`src/rtl/sdm_pkg.sv`:
```
package sdm_pkg;
  localparam int WORD_W = 32;
  localparam int BYTES  = WORD_W / 8;

  typedef enum logic [1:0] {BSRC_RES, BSRC_OLD, BSRC_ZERO, BSRC_SIGN} bsrc_e;

  typedef struct packed {
    bsrc_e      kind;
    logic [1:0] idx;
  } bplan_t;

  // True when the control pair is outside the defined set.
  function automatic logic is_illegal(input logic [2:0] sel, input logic [1:0] mode);
    return (mode == 2'd3) || (sel == 3'd7);
  endfunction

  // Decide where destination byte k comes from.
  function automatic bplan_t plan_byte(input logic [1:0] k, input logic [2:0] sel,
                                       input logic [1:0] mode);
    bplan_t p;
    p.kind = BSRC_ZERO;
    p.idx  = k;
    if (is_illegal(sel, mode)) begin
      p.kind = BSRC_OLD;
    end else if (sel == 3'd6) begin
      p.kind = BSRC_RES;
    end else if (!sel[2]) begin
      if ({1'b0, k} == sel) begin
        p.kind = BSRC_RES;
        p.idx  = 2'd0;
      end else if (mode == 2'd2) begin
        p.kind = BSRC_OLD;
      end else if (mode == 2'd1 && {1'b0, k} > sel) begin
        p.kind = BSRC_SIGN;
      end
    end else begin
      if (k[1] == sel[0]) begin
        p.kind = BSRC_RES;
        p.idx  = {1'b0, k[0]};
      end else if (mode == 2'd2) begin
        p.kind = BSRC_OLD;
      end else if (mode == 2'd1 && k[1] > sel[0]) begin
        p.kind = BSRC_SIGN;
      end
    end
    return p;
  endfunction

  // Produce one destination byte from its plan.
  function automatic logic [7:0] pick_byte(input bplan_t p, input logic [WORD_W-1:0] res,
                                           input logic [7:0] old_b, input logic sign);
    logic [7:0] v;
    case (p.kind)
      BSRC_RES:  v = res[8*p.idx +: 8];
      BSRC_OLD:  v = old_b;
      BSRC_SIGN: v = {8{sign}};
      default:   v = 8'h00;
    endcase
    return v;
  endfunction
endpackage

```
`src/rtl/sdm_ctrl_decode.sv`:
```
module sdm_ctrl_decode
  import sdm_pkg::*;
(
  input  logic [2:0]             pos_sel,
  input  logic [1:0]             fill_mode,
  output bplan_t [BYTES-1:0]     plan,
  output logic                   illegal,
  output logic                   half_sign
);
  assign illegal   = is_illegal(pos_sel, fill_mode);
  assign half_sign = pos_sel[2];

  for (genvar k = 0; k < BYTES; k++) begin : g_byte
    assign plan[k] = plan_byte(k[1:0], pos_sel, fill_mode);
  end
endmodule

```
`src/rtl/sdm_lane_merge.sv`:
```
module sdm_lane_merge
  import sdm_pkg::*;
(
  input  bplan_t [BYTES-1:0]     plan,
  input  logic                   half_sign,
  input  logic [WORD_W-1:0]      res,
  input  logic [WORD_W-1:0]      old,
  output logic [WORD_W-1:0]      merged
);
  logic sign_bit;
  assign sign_bit = half_sign ? res[15] : res[7];

  for (genvar k = 0; k < BYTES; k++) begin : g_byte
    assign merged[8*k +: 8] = pick_byte(plan[k], res, old[8*k +: 8], sign_bit);
  end
endmodule

```
`src/rtl/sdm_merge.sv`:
```
module sdm_merge
  import sdm_pkg::*;
#(
  parameter int LANES = 4
) (
  input  logic                      clk,
  input  logic                      rst_n,
  input  logic                      in_valid,
  input  logic [2:0]                pos_sel,
  input  logic [1:0]                fill_mode,
  input  logic [LANES*WORD_W-1:0]   res_vec,
  input  logic [LANES*WORD_W-1:0]   old_vec,
  output logic                      out_valid,
  output logic [LANES*WORD_W-1:0]   out_data,
  output logic                      out_err
);
  localparam int VEC_W = LANES * WORD_W;

  bplan_t [BYTES-1:0] plan;
  logic               illegal;
  logic               half_sign;
  logic [VEC_W-1:0]   merged_vec;

  sdm_ctrl_decode u_dec (
    .pos_sel   (pos_sel),
    .fill_mode (fill_mode),
    .plan      (plan),
    .illegal   (illegal),
    .half_sign (half_sign)
  );

  for (genvar i = 0; i < LANES; i++) begin : g_lane
    sdm_lane_merge u_lane (
      .plan      (plan),
      .half_sign (half_sign),
      .res       (res_vec[i*WORD_W +: WORD_W]),
      .old       (old_vec[i*WORD_W +: WORD_W]),
      .merged    (merged_vec[i*WORD_W +: WORD_W])
    );
  end

  always_ff @(posedge clk) begin
    if (!rst_n) begin
      out_valid <= 1'b0;
      out_err   <= 1'b0;
      out_data  <= '0;
    end else begin
      out_valid <= in_valid;
      out_err   <= in_valid && illegal;
      if (in_valid) out_data <= merged_vec;
    end
  end
endmodule

```
`config.mk`:
```
export PLATFORM = sky130hd
export DESIGN_NAME = sdm_merge
export DESIGN_NICKNAME = d
export VERILOG_FILES = /design/src/rtl/sdm_pkg.sv /design/src/rtl/sdm_ctrl_decode.sv /design/src/rtl/sdm_lane_merge.sv /design/src/rtl/sdm_merge.sv
export SDC_FILE = /design/constraint.sdc
export NUM_CORES = 1
export LEC_CHECK = 0
export BUFFER_PORTS_ARGS = -buffer_cell sky130_fd_sc_hd__buf_2
export CORE_MARGIN = 2
export CORE_UTILIZATION = 46
export CTS_CLUSTER_DIAMETER = 50
export DETAILED_ROUTE_END_ITERATION = 16
export GPL_ROUTABILITY_DRIVEN = 0
export HOLD_SLACK_MARGIN = 0.02
export PLACE_DENSITY = 0.83
export SETUP_SLACK_MARGIN = 0.05
export SYNTH_ARGS = -nofsm -noshare
export SYNTH_HDL_FRONTEND = slang
export SYNTH_HIERARCHICAL = 1
export SYNTH_SLANG_ARGS = --single-unit
```
`constraint.sdc`:
```
create_clock -name clk -period 3.64 [get_ports clk]
set_clock_uncertainty 0.1 [all_clocks]
set_input_delay 0.364 -clock clk [delete_from_list [all_inputs] [get_ports clk]]
set_output_delay 0.364 -clock clk [all_outputs]
set_load 0.005 [all_outputs]
```
After elaboration in Yosys (flattened, before gate mapping). Index checks and enable logic that the tools add are counted.

Flip-flop bits (word level): 130. Input port bits: 264. Word-level logic and storage cells: 117.

$lt $le $gt $ge: 6. Equality and inequality tests: 16. Shift operators: 16. Mux-type cells: 63. Reductions and logical operators: 13.

Operator list (number): variable part select 32 x 6 -> 8 bit (16); one-hot mux 8 bit (3 select lines) (16); 2-to-1 mux 2 bit (32); 2-to-1 mux 4 bit (4); == test 2 bit (second input constant) (6); 2-to-1 mux 1 bit (11); == test 2 x 1 -> 1 bit (second input constant) (5); zero test 2 bit (4); logical AND 1 bit (7); == test 2 x 3 -> 1 bit (first input constant) (2); == test 3 bit (second input constant) (2); greater-than comparator 1 x 3 -> 1 bit (first input constant) (2); greater-than comparator 2 x 3 -> 1 bit (first input constant) (2); == test 1 x 3 -> 1 bit (first input constant) (1); zero test 3 bit (1); greater-than comparator 1 bit (first input constant) (2); logical OR 1 bit (1).

Depth between registers and ports, before layout. Gate-level depths: netlist of run 1.

Depth after elaboration: 10. Depth in mapped cells: 11.

By module. The synthesis of run 1 kept the hierarchy.

Modules (own cells, without submodules): sdm_merge (times used 1, cells an instance 417, area an instance 4998.5 µm²); sdm_lane_merge at g_lane[1].u_lane ... (times used 3, cells an instance 189, area an instance 1562.7 µm²); sdm_lane_merge at g_lane[0].u_lane (times used 1, cells an instance 189, area an instance 1565.3 µm²); sdm_ctrl_decode (times used 1, cells an instance 46, area an instance 276.5 µm²).

Worst setup path before layout of run 1. Ideal clock, no wire load.

Kind: input port to flip-flop. Start: input pos_sel[1]. End: register out_data[110]. Library setup time: 65 ps. Data arrival time: 2786 ps. Required time: 3475 ps. Slack: 689 ps. Stages on the path: 8. Buffers on the path: 1. Cells stage by stage: buf_6 > inv_1 > a21oi_1 > o311ai_1 > nand3_1 > nand3_1 > mux2i_1 > nor2b_1.

RTL lines: start: declaration (RTL line sdm_merge.sv:9) `input logic [2:0] pos_sel,`; end signal: assignment (RTL line sdm_merge.sv:50) `if (in_valid) out_data <= merged_vec;`; end: declaration (RTL line sdm_merge.sv:14) `output logic [LANES*WORD_W-1:0] out_data,`.

==> results of run 1 <==
routing by layer:
layer	GRT usage	share of wire
met5	0	0.00031
met4	0.1050	0.033
met3	0.06231	0.11
met2	0.4897	0.46
met1	0.3982	0.40
tightest hold or removal path: cells and delay by family:
family / cells / cell delay [ns]
compound gates: 1 / 0.05
buf+inv: 1 / 0.08
simple gates: 2 / 0.17
mux: 1 / 0.07
kinds of logic (layout without fill, tap and decap cells):
group                      Yosys count  count (layout)
and+or+nand+nor                    469             469
adders and majority gates            1               1
muxes                              388             388
xor gates and xnor gates             2               2
DFF                                130             130
other                                1               5
buffers and inverters               88             448
AOI/OAI and AO/OA                  140             140
power by group:
group,internal (W),switching [W],total [W]
Sequential,0.00155,0.0000715,0.00162
Combinational,0.000791,0.000872,0.00166
Clock,0.000981,0.000728,0.00171
Total,0.00332,0.00167,0.00499
worst max path at each step:
stage / slack (ns) / end / cells past startpoint
3_5_place_dp: 0.68 / out_data[115] / 9
3_3_place_gp: 0.75 / out_data[80] / 9
5_1_grt: 0.89 / out_data[22] / 9
6_report: 1.05 / out_data[81] / 9
2_1_floorplan: 0.69 / out_data[110] / 8
4_1_cts: 1.12 / out_data[49] / 8
metrics by stage:
stage               cells  total power, W  instance area, sq um
floorplan            1222        0.002735                 11540
global placement     1874        0.003211                 13320
detailed placement   1874        0.003252                 13320
CTS                  1906        0.004967                 13880
global route         1906        0.005201                 13880
finish               1907        0.004990                 13890
cells in the mapped netlist (4+ instances only):
master | instances | area share
nor3b_2 | 16 | 0.017
clkbuf_1 | 20 | 0.0065
mux2_4 | 32 | 0.042
clkbuf_2 | 8 | 0.0035
mux2i_1 | 128 | 0.11
a22oi_2 | 18 | 0.020
nor3_2 | 16 | 0.014
nand2_1 | 134 | 0.044
nor2_1 | 4 | 0.0013
nor2b_1 | 145 | 0.079
mux2_2 | 228 | 0.22
nand3_1 | 145 | 0.063
a22oi_1 | 110 | 0.072
dfxtp_1 | 130 | 0.23
buf_6 | 27 | 0.026
buf_2 | 4 | 0.0017
buf_12 | 18 | 0.031
buf_4 | 9 | 0.0059
a21oi_1 | 6 | 0.0026
final cells by class:
type / instances / share of cell area
multi-input cells: 1004 / 0.5849
flip-flops and latches: 130 / 0.1874
repair buffers: 414 / 0.1571
clock buffers: 21 / 0.03316
well taps: 324 / 0.02919
clock inverters: 11 / 0.007569
inverters: 2 / 0.0005406
diodes: 1 / 0.0001802
sequential cells by signal, summed over array words and instances (netlist names):
name	flops
out_valid	1
out_err	1
out_data	128
==> metrics, run 1 <==
status finished clean; clk root buf clkbuf_16; Multi-input gate area approximately 8000 sq um; CP max-delay cell nor2b_1; Worst Setup Path Type input pin to register; average wire per standard cell 21.76 microns; largest family of logic cells by synthesized area multiplexers; Num Clock Sinks 130; largest net degree at the start of global routing 67; Crit path arrival time 2.85 ns; Post-Syn Area between 10,000 and 15,000 sq um; power per cell area 359.3 nW/um^2; maximum vdd drop 0.0002648 V; Min-Delay Path Depth 5; hold_ws ~0.24 ns; Synth async-reset ratio 0; Slew Viols, Final 0; CTS Buffer Depth 2; post-synthesis mux area share 0.3755; largest stage delay on the critical path ~0.72 ns; die area between 20,000 and 30,000 sq um; crit-path most repeated cell nor2b_1; Final min period between 2 and 3 ns; nets between 1,500 and 2,000; Reg2Reg Depth 2; Critical Path Source pos_sel[2]; DRT antenna net count 0; Hold Path End out_data[78]; CTS resizes 0; Synth Area in Compound Gates 0.09724; H-Tree Depth 4; drt drc 0; chip width about 160 microns; Post-Synth Simple-Gate Area 0.2228; reg-to-reg critical path startpoint out_data[119]; Finished Core Util 0.5676; latest clock arrival within the worst-skew pair between 0.4 and 0.5 ns; Req. time, crit path a little under 4 ns; Setup crit start kind input pin; Buffers on Ports 393; core footprint 24,460 sq um; CTS tree done; GRT Util Overall 0.3017; area grow syn2layout 20.45%; leak pwr 6.498 nW; final period utilization 0.7115; f_max between 300 and 400 MHz; post-synthesis adder-cell area fraction 0.0009768; Hold Fails Final Rpt 0; Fillers 2,159; DP HPWL approximately 31,000 microns; Top delay family on crit path simple AND/OR/NAND/NOR gates; initial antenna violation count 3; share of cells above drive strength 1 0.4836; Yosys warning total 6; Worst setup EP type register; Synth Flop Type dfxtp_1; CTS Hold Bufs 0; Slew @ Worst Pin 1.069 ns; CTS clk-pin slew, worst paths approximately 0.070 ns; io pins 394; vias in the first global route 10,960; Vias/cell around 6; dpl ws roughly 0.7 ns; Starting Density 0.4713; Worst Path Max Fanout 13; Critical R2R Capture out_data[119]; Hold Crit Start old_vec[78]; vias between 10,000 and 15,000; Setup Fix Bufs, Post-CTS 0; global-route wire length before repair slightly above 60,000 microns; worst min path class input pin to register; Setup violations, final 0; die height between 150 and 200 microns; number of flops mapped to enable cells by yosys 0; XOR/XNOR share of the synthesized area 0.001519; total CTS buffers 17; initial DRC count roughly 1,300; total grt overflow 0; Seq/Total Area, Yosys 0.2257; RSZ-0062 raised after global routing false; syn_area_per_cell around 9.5 sq um; FF-to-FF setup slack 2.86 ns; Post-Syn Instances 1,219; highest-count cells in the layout ignoring fill and taps 392 x buf_2, 228 x mux2_2, 145 x nor2b_1; Cell variety after synth 36; setup TNS 0 ns; Buf+Inv Stages, Crit Path 1; Rows 57; #FFs+latches synth between 100 and 150; Max-Slew Margin vs Limit 0.2871; Final WS setup roughly 1.1 ns; storage element area between 2000 and 3000 sq um; crit-path cells buf_2 > nand2b_1 > a21oi_1 > a21oi_2 > nor2b_1 > a22oi_1 > nand3_1 > mux2i_1 > nor2b_1; Post-Route WL between 40,000 and 50,000 microns; Max Cap Viol 0; drt pass-1 iters 6; leading cell type in the layout, fill and taps excluded buf_2
No activity file was read; power rests on OpenSTA's default activity.
==> run 2, diff against run 1 <==
- PLACE_DENSITY: 0.83 -> 0.86
- clock period: 3.64 -> 2.09 ns (I/O delays scaled with it)
==> metrics, run 2 (synthesis gave the netlist of run 1 again) <==
drt drc 0; worst min path class input pin to register; die height 162.3 microns; Max-Slew Margin vs Limit 0.5357; DP HPWL roughly 33,000 microns; latest clock arrival within the worst-skew pair roughly 0.4 ns; io pins slightly below 400; Rows 57; DRT antenna net count 0; leak pwr about 6.8 nW; GRT Util Overall 0.3151; final period utilization 0.9684; Vias/cell around 6; maximum vdd drop roughly 0.00043 V; drt pass-1 iters 5; H-Tree Depth 4; reg-to-reg critical path startpoint out_data[24]; area post-placement roughly 14,000 sq um; Biggest register out_data; Starting Density 0.4713; CTS Buffer Depth 2; highest-count cells in the layout ignoring fill and taps 392 x buf_2, 228 x mux2_2, 144 x nand3_1; NetSw ~0.0030 W; Slew Viols, Final 0; average wire per standard cell approximately 22 microns; Internal 0.005868 W; FF-to-FF setup slack around 1.3 ns; Worst Setup Path Type input pin to register; share of cells above drive strength 1 0.5083; RSZ-0062 raised after global routing true; leading cell type in the layout, fill and taps excluded buf_2; Clk pwr share 0.332; Hold Fails Final Rpt 0; Req. time, crit path about 2.3 ns; power per cell area around 610 nW/um^2; largest net degree at the start of global routing ~130; crit-path cells buf_2 > nand2_1 > buf_4 > o311ai_4 > buf_12 > nor2b_1 > a22oi_1 > nand3_1 > mux2i_1 > nor2b_1; Comb pwr share 0.350; max reg flops around 130; vias around 12,000; Buf+Inv Stages, Crit Path 3; Post-Route WL 43,640 microns; CTS clk-pin slew, worst paths about 0.07 ns; fin cells around 2,000; Setup violations, final 0; fin area 14,490 sq um; Hold Crit Start old_vec[118]; total grt overflow 0; CTS resizes 3; Setup crit start kind input pin; die area 26,340 sq um; initial antenna violation count 1; core footprint between 20,000 and 25,000 sq um; number of cells on the critical path 10; Crit path arrival time about 2.3 ns; Critical R2R Capture out_data[24]; global-route wire length before repair approximately 64,000 microns; Final min period between 2 and 2.5 ns; Slew @ Worst Pin around 0.69 ns; Finished Core Util 0.5924; Worst setup EP type register; CP max-delay cell nor2b_1; Num Clock Sinks between 100 and 150; Buffers on Ports 393; Critical Path Source fill_mode[1]; f_max about 490 MHz; clk root buf clkbuf_16; chip width 162.3 microns; crit-path most repeated cell nor2b_1; nets around 1,900; Max Cap Viol 0; total CTS buffers 17; switch share 0.3369; area grow syn2layout 25.70%; hold_ws just under 0.1 ns; Hold Path End out_data[118]; CTS tree done; Cells after DPL a little under 2,000; status finished clean; vias in the first global route about 12,000; CTS Hold Bufs 0; Reg2Reg Depth 2; Worst Path Max Fanout 8; Setup Fix Bufs, Post-CTS 0; register share of total power 0.318; Regs by FF count out_data: 128 flops, out_err: 1 flops, out_valid: 1 flops; Top delay family on crit path simple AND/OR/NAND/NOR gates; Min-Delay Path Depth 5; largest stage delay on the critical path 0.52 ns; initial DRC count approximately 1,300
## run 2: through the flow
step                setup TNS (ns)  setup slack (ns)  power (W)
finish                           0           0.06610   0.008848
global route               -0.6691          -0.08774   0.009227
CTS                              0           0.06757   0.008769
detailed placement          -36.28           -0.4755   0.005834
global placement            -28.04           -0.3812   0.005751
floorplan                   -8.539           -0.1277   0.004775
## run 2: area by class of cell
cell class	instances	area, sq um
antenna	2	5.005
clock buffer	19	442.9
clock inverter	12	111.4
fill	2088	9971
inverter	2	10.01
multi-input combinational	1004	8180
sequential	130	2603
tap	324	405.4
timing repair buffer	466	2734
## run 2: how the worst max path moves through the flow
stage	end	slack (ns)
after floorplan	out_data[120]	-0.13
after global placement	out_data[26]	-0.38
after detailed placement	out_data[24]	-0.48
after CTS	out_data[80]	0.07
after global routing	out_data[73]	-0.09
final	out_data[40]	0.07
## run 2: per-layer routing
layer | vias to the layer above | GRT usage | part of all wire
met2 | 768 | 0.5197 | 0.47
li1 | 5282 | - | -
met5 | - | 0 | 0
met4 | 0 | 0.1669 | 0.055
met3 | 174 | 0.06282 | 0.089
met1 | 5511 | 0.3884 | 0.39
## run 2: worst min-delay path, cell delays in order
cell and delay, ns:
buf_2 0.08, a22oi_1 0.05, nand3_1 0.07, mux2i_1 0.07, nor2b_1 0.10
## run 2: power groups by stage
stage | registers (W) | logic, W | clock network [W]
after global routing | 0.00283 | 0.00330 | 0.00309
after CTS | 0.00281 | 0.00299 | 0.00297
after detailed placement | 0.00286 | 0.00297 | 0
final | 0.00281 | 0.00310 | 0.00294
after floorplan | 0.00287 | 0.00191 | 0
after global placement | 0.00286 | 0.00289 | 0
==> run 3, diff against run 2 <==
- BUFFER_PORTS_ARGS: -buffer_cell sky130_fd_sc_hd__buf_2 -> default
- DONT_BUFFER_PORTS: default -> 1
- PLACE_DENSITY: 0.86 -> 0.72
==> metrics, run 3 (synthesis gave the netlist of run 1 again) <==
hold_ws -0.1066 ns; failing checks negative hold slack; maximum vdd drop about 0.00042 V; met1 wire length about 16,000 microns; Buffers on Ports 0; clk root buf clkbuf_16; initial DRC count about 900; total CTS buffers 17; setup TNS 0 ns; global-route wire length before repair about 60,000 microns; FF-to-FF setup slack ~0.8 ns; share of cells above drive strength 1 0.3296; nets roughly 1,500; latest clock arrival within the worst-skew pair 0.42 ns; die area about 26,000 sq um; Worst Setup Path Type input pin to register; NetSw ~0.0026 W; Critical R2R Capture out_data[73]; Slew @ Worst Pin 0.8244 ns; status finished with violations; largest stage delay on the critical path approximately 0.54 ns; Rows 57; f_max approximately 500 MHz; area post-placement 11,570 sq um; total grt overflow 0; Biggest register out_data; chip width between 150 and 200 microns; power per cell area a little under 700 nW/um^2; drt pass-1 iters 8; worst min path class input pin to register; number of cells on the critical path 11; largest net degree at the start of global routing ~130; Setup crit start kind input pin; Fillers 2,268; Buf+Inv Stages, Crit Path 3; Finished Core Util 0.5092; Max Cap Viol 0; Hold Fails Final Rpt 53; storage element area around 2600 sq um; Regs by FF count out_data: 128 flops, out_err: 1 flops, out_valid: 1 flops; CTS tree done; reg-to-reg critical path startpoint out_data[73]; Worst setup EP type register; crit-path cells and2_4 > buf_4 > a21oi_1 > o21ai_2 > buf_4 > nor2b_2 > a22oi_1 > nand3_1 > mux2i_1 > nor2b_1 > dlygate4sd3_1; Internal about 0.0059 W; vias ~9,900; max reg flops ~130; Req. time, crit path approximately 2.3 ns; vias in the first global route about 10,000; leak pwr approximately 5 nW; Num Clock Sinks between 100 and 150; leading cell type in the layout, fill and taps excluded mux2_2; Clk pwr share 0.394; Multi-input gate area 8134 sq um; met3 wire len 4464 microns; core footprint between 20,000 and 25,000 sq um; average wire per standard cell about 26 microns; dpl ws -0.2064 ns; Max-Slew Margin vs Limit 0.4492; Min-Delay Path Depth 2; Top Layer Used met4; CTS Buffer Depth 2; Hold Crit Start in_valid; final period utilization 0.9550; Setup violations, final 0; Worst Path Max Fanout 13; Final WS setup 0.09414 ns; Crit path arrival time around 2.2 ns; Top delay family on crit path buffers and inverters; Reg2Reg Depth 3; Post-Route WL approximately 41,000 microns; area grow syn2layout 8.042%; RSZ-0062 raised after global routing true; crit-path most repeated cell buf_4; drt drc 0; fin area around 12,000 sq um; DRT antenna net count 0; GRT Util Overall 0.2981; Vias/cell 6.349; switch share 0.3060; met2 WL approximately 19,000 microns; CTS Hold Bufs 19; Slew Viols, Final 0; Hold Path End out_data[1]; Starting Density 0.4713; Comb pwr share 0.268; DP HPWL ~30,000 microns; CTS clk-pin slew, worst paths 0.06 ns; io pins 394; register share of total power 0.338; highest-count cells in the layout ignoring fill and taps 228 x mux2_2, 144 x nor2b_1, 144 x nand3_1; die height roughly 160 microns; initial antenna violation count 1; Final min period ~2 ns; CP max-delay cell dlygate4sd3_1; H-Tree Depth 4
[run 3: cell count changes in the layout (fill, tap and decap cells not counted), sizes merged]
cell,previous run,this run
inv,3,5
clkbuf,19,18
buf,466,49
bufinv,1,4
clkinvlp,6,4
dlygate4sd3,0,18
clkinv,4,3
diode,2,1
[run 3: area by class of cell]
type | instances | area share
Multi-Input combinational cell | 1004 | 0.6530
Sequential cell | 130 | 0.2089
Timing Repair Buffer | 67 | 0.05294
Clock buffer | 18 | 0.03526
Tap cell | 324 | 0.03255
Clock inverter | 14 | 0.01627
Inverter | 2 | 0.0008036
Antenna cell | 1 | 0.0002009
[run 3: routing by layer]
metal  up-vias  global-route usage
met3       113             0.09831
li1       4467                   -
met5         -                   0
met4         0              0.1134
met2       597              0.5006
met1      4728              0.3534
[run 3: power groups by stage]
stage	Sequential, W	Combinational (W)	Clock, W
after global placement	0.00294	0.00207	0
after detailed placement	0.00294	0.00211	0
after floorplan	0.00287	0.00191	0
after global routing	0.00291	0.00248	0.00352
final	0.00289	0.00230	0.00337
after CTS	0.00289	0.00222	0.00343
[run 3: how the worst max path moves through the flow]
| stage | start | end | slack (ns) |
|---|---|---|---|
| 5_1_grt | pos_sel[2] | out_data[99] | 0.04 |
| 6_report | pos_sel[2] | out_data[103] | 0.09 |
| 4_1_cts | pos_sel[2] | out_data[103] | 0.07 |
| 3_5_place_dp | pos_sel[2] | out_data[83] | -0.21 |
| 2_1_floorplan | pos_sel[2] | out_data[120] | -0.13 |
| 3_3_place_gp | pos_sel[2] | out_data[87] | -0.16 |
[run 3: repair_timing]
item                                    4_1_cts  5_1_grt
resized for setup                             0        4
hold endpoints to repair                    130      107
endpoints found under the setup margin        0       16
buffers inserted                              0        3
[run 3: through the flow]
stage               total power, W  instances
global route              0.008909       1560
floorplan                 0.004775       1222
CTS                       0.008537       1556
global placement          0.005007       1505
detailed placement        0.005055       1505
finish                    0.008555       1560
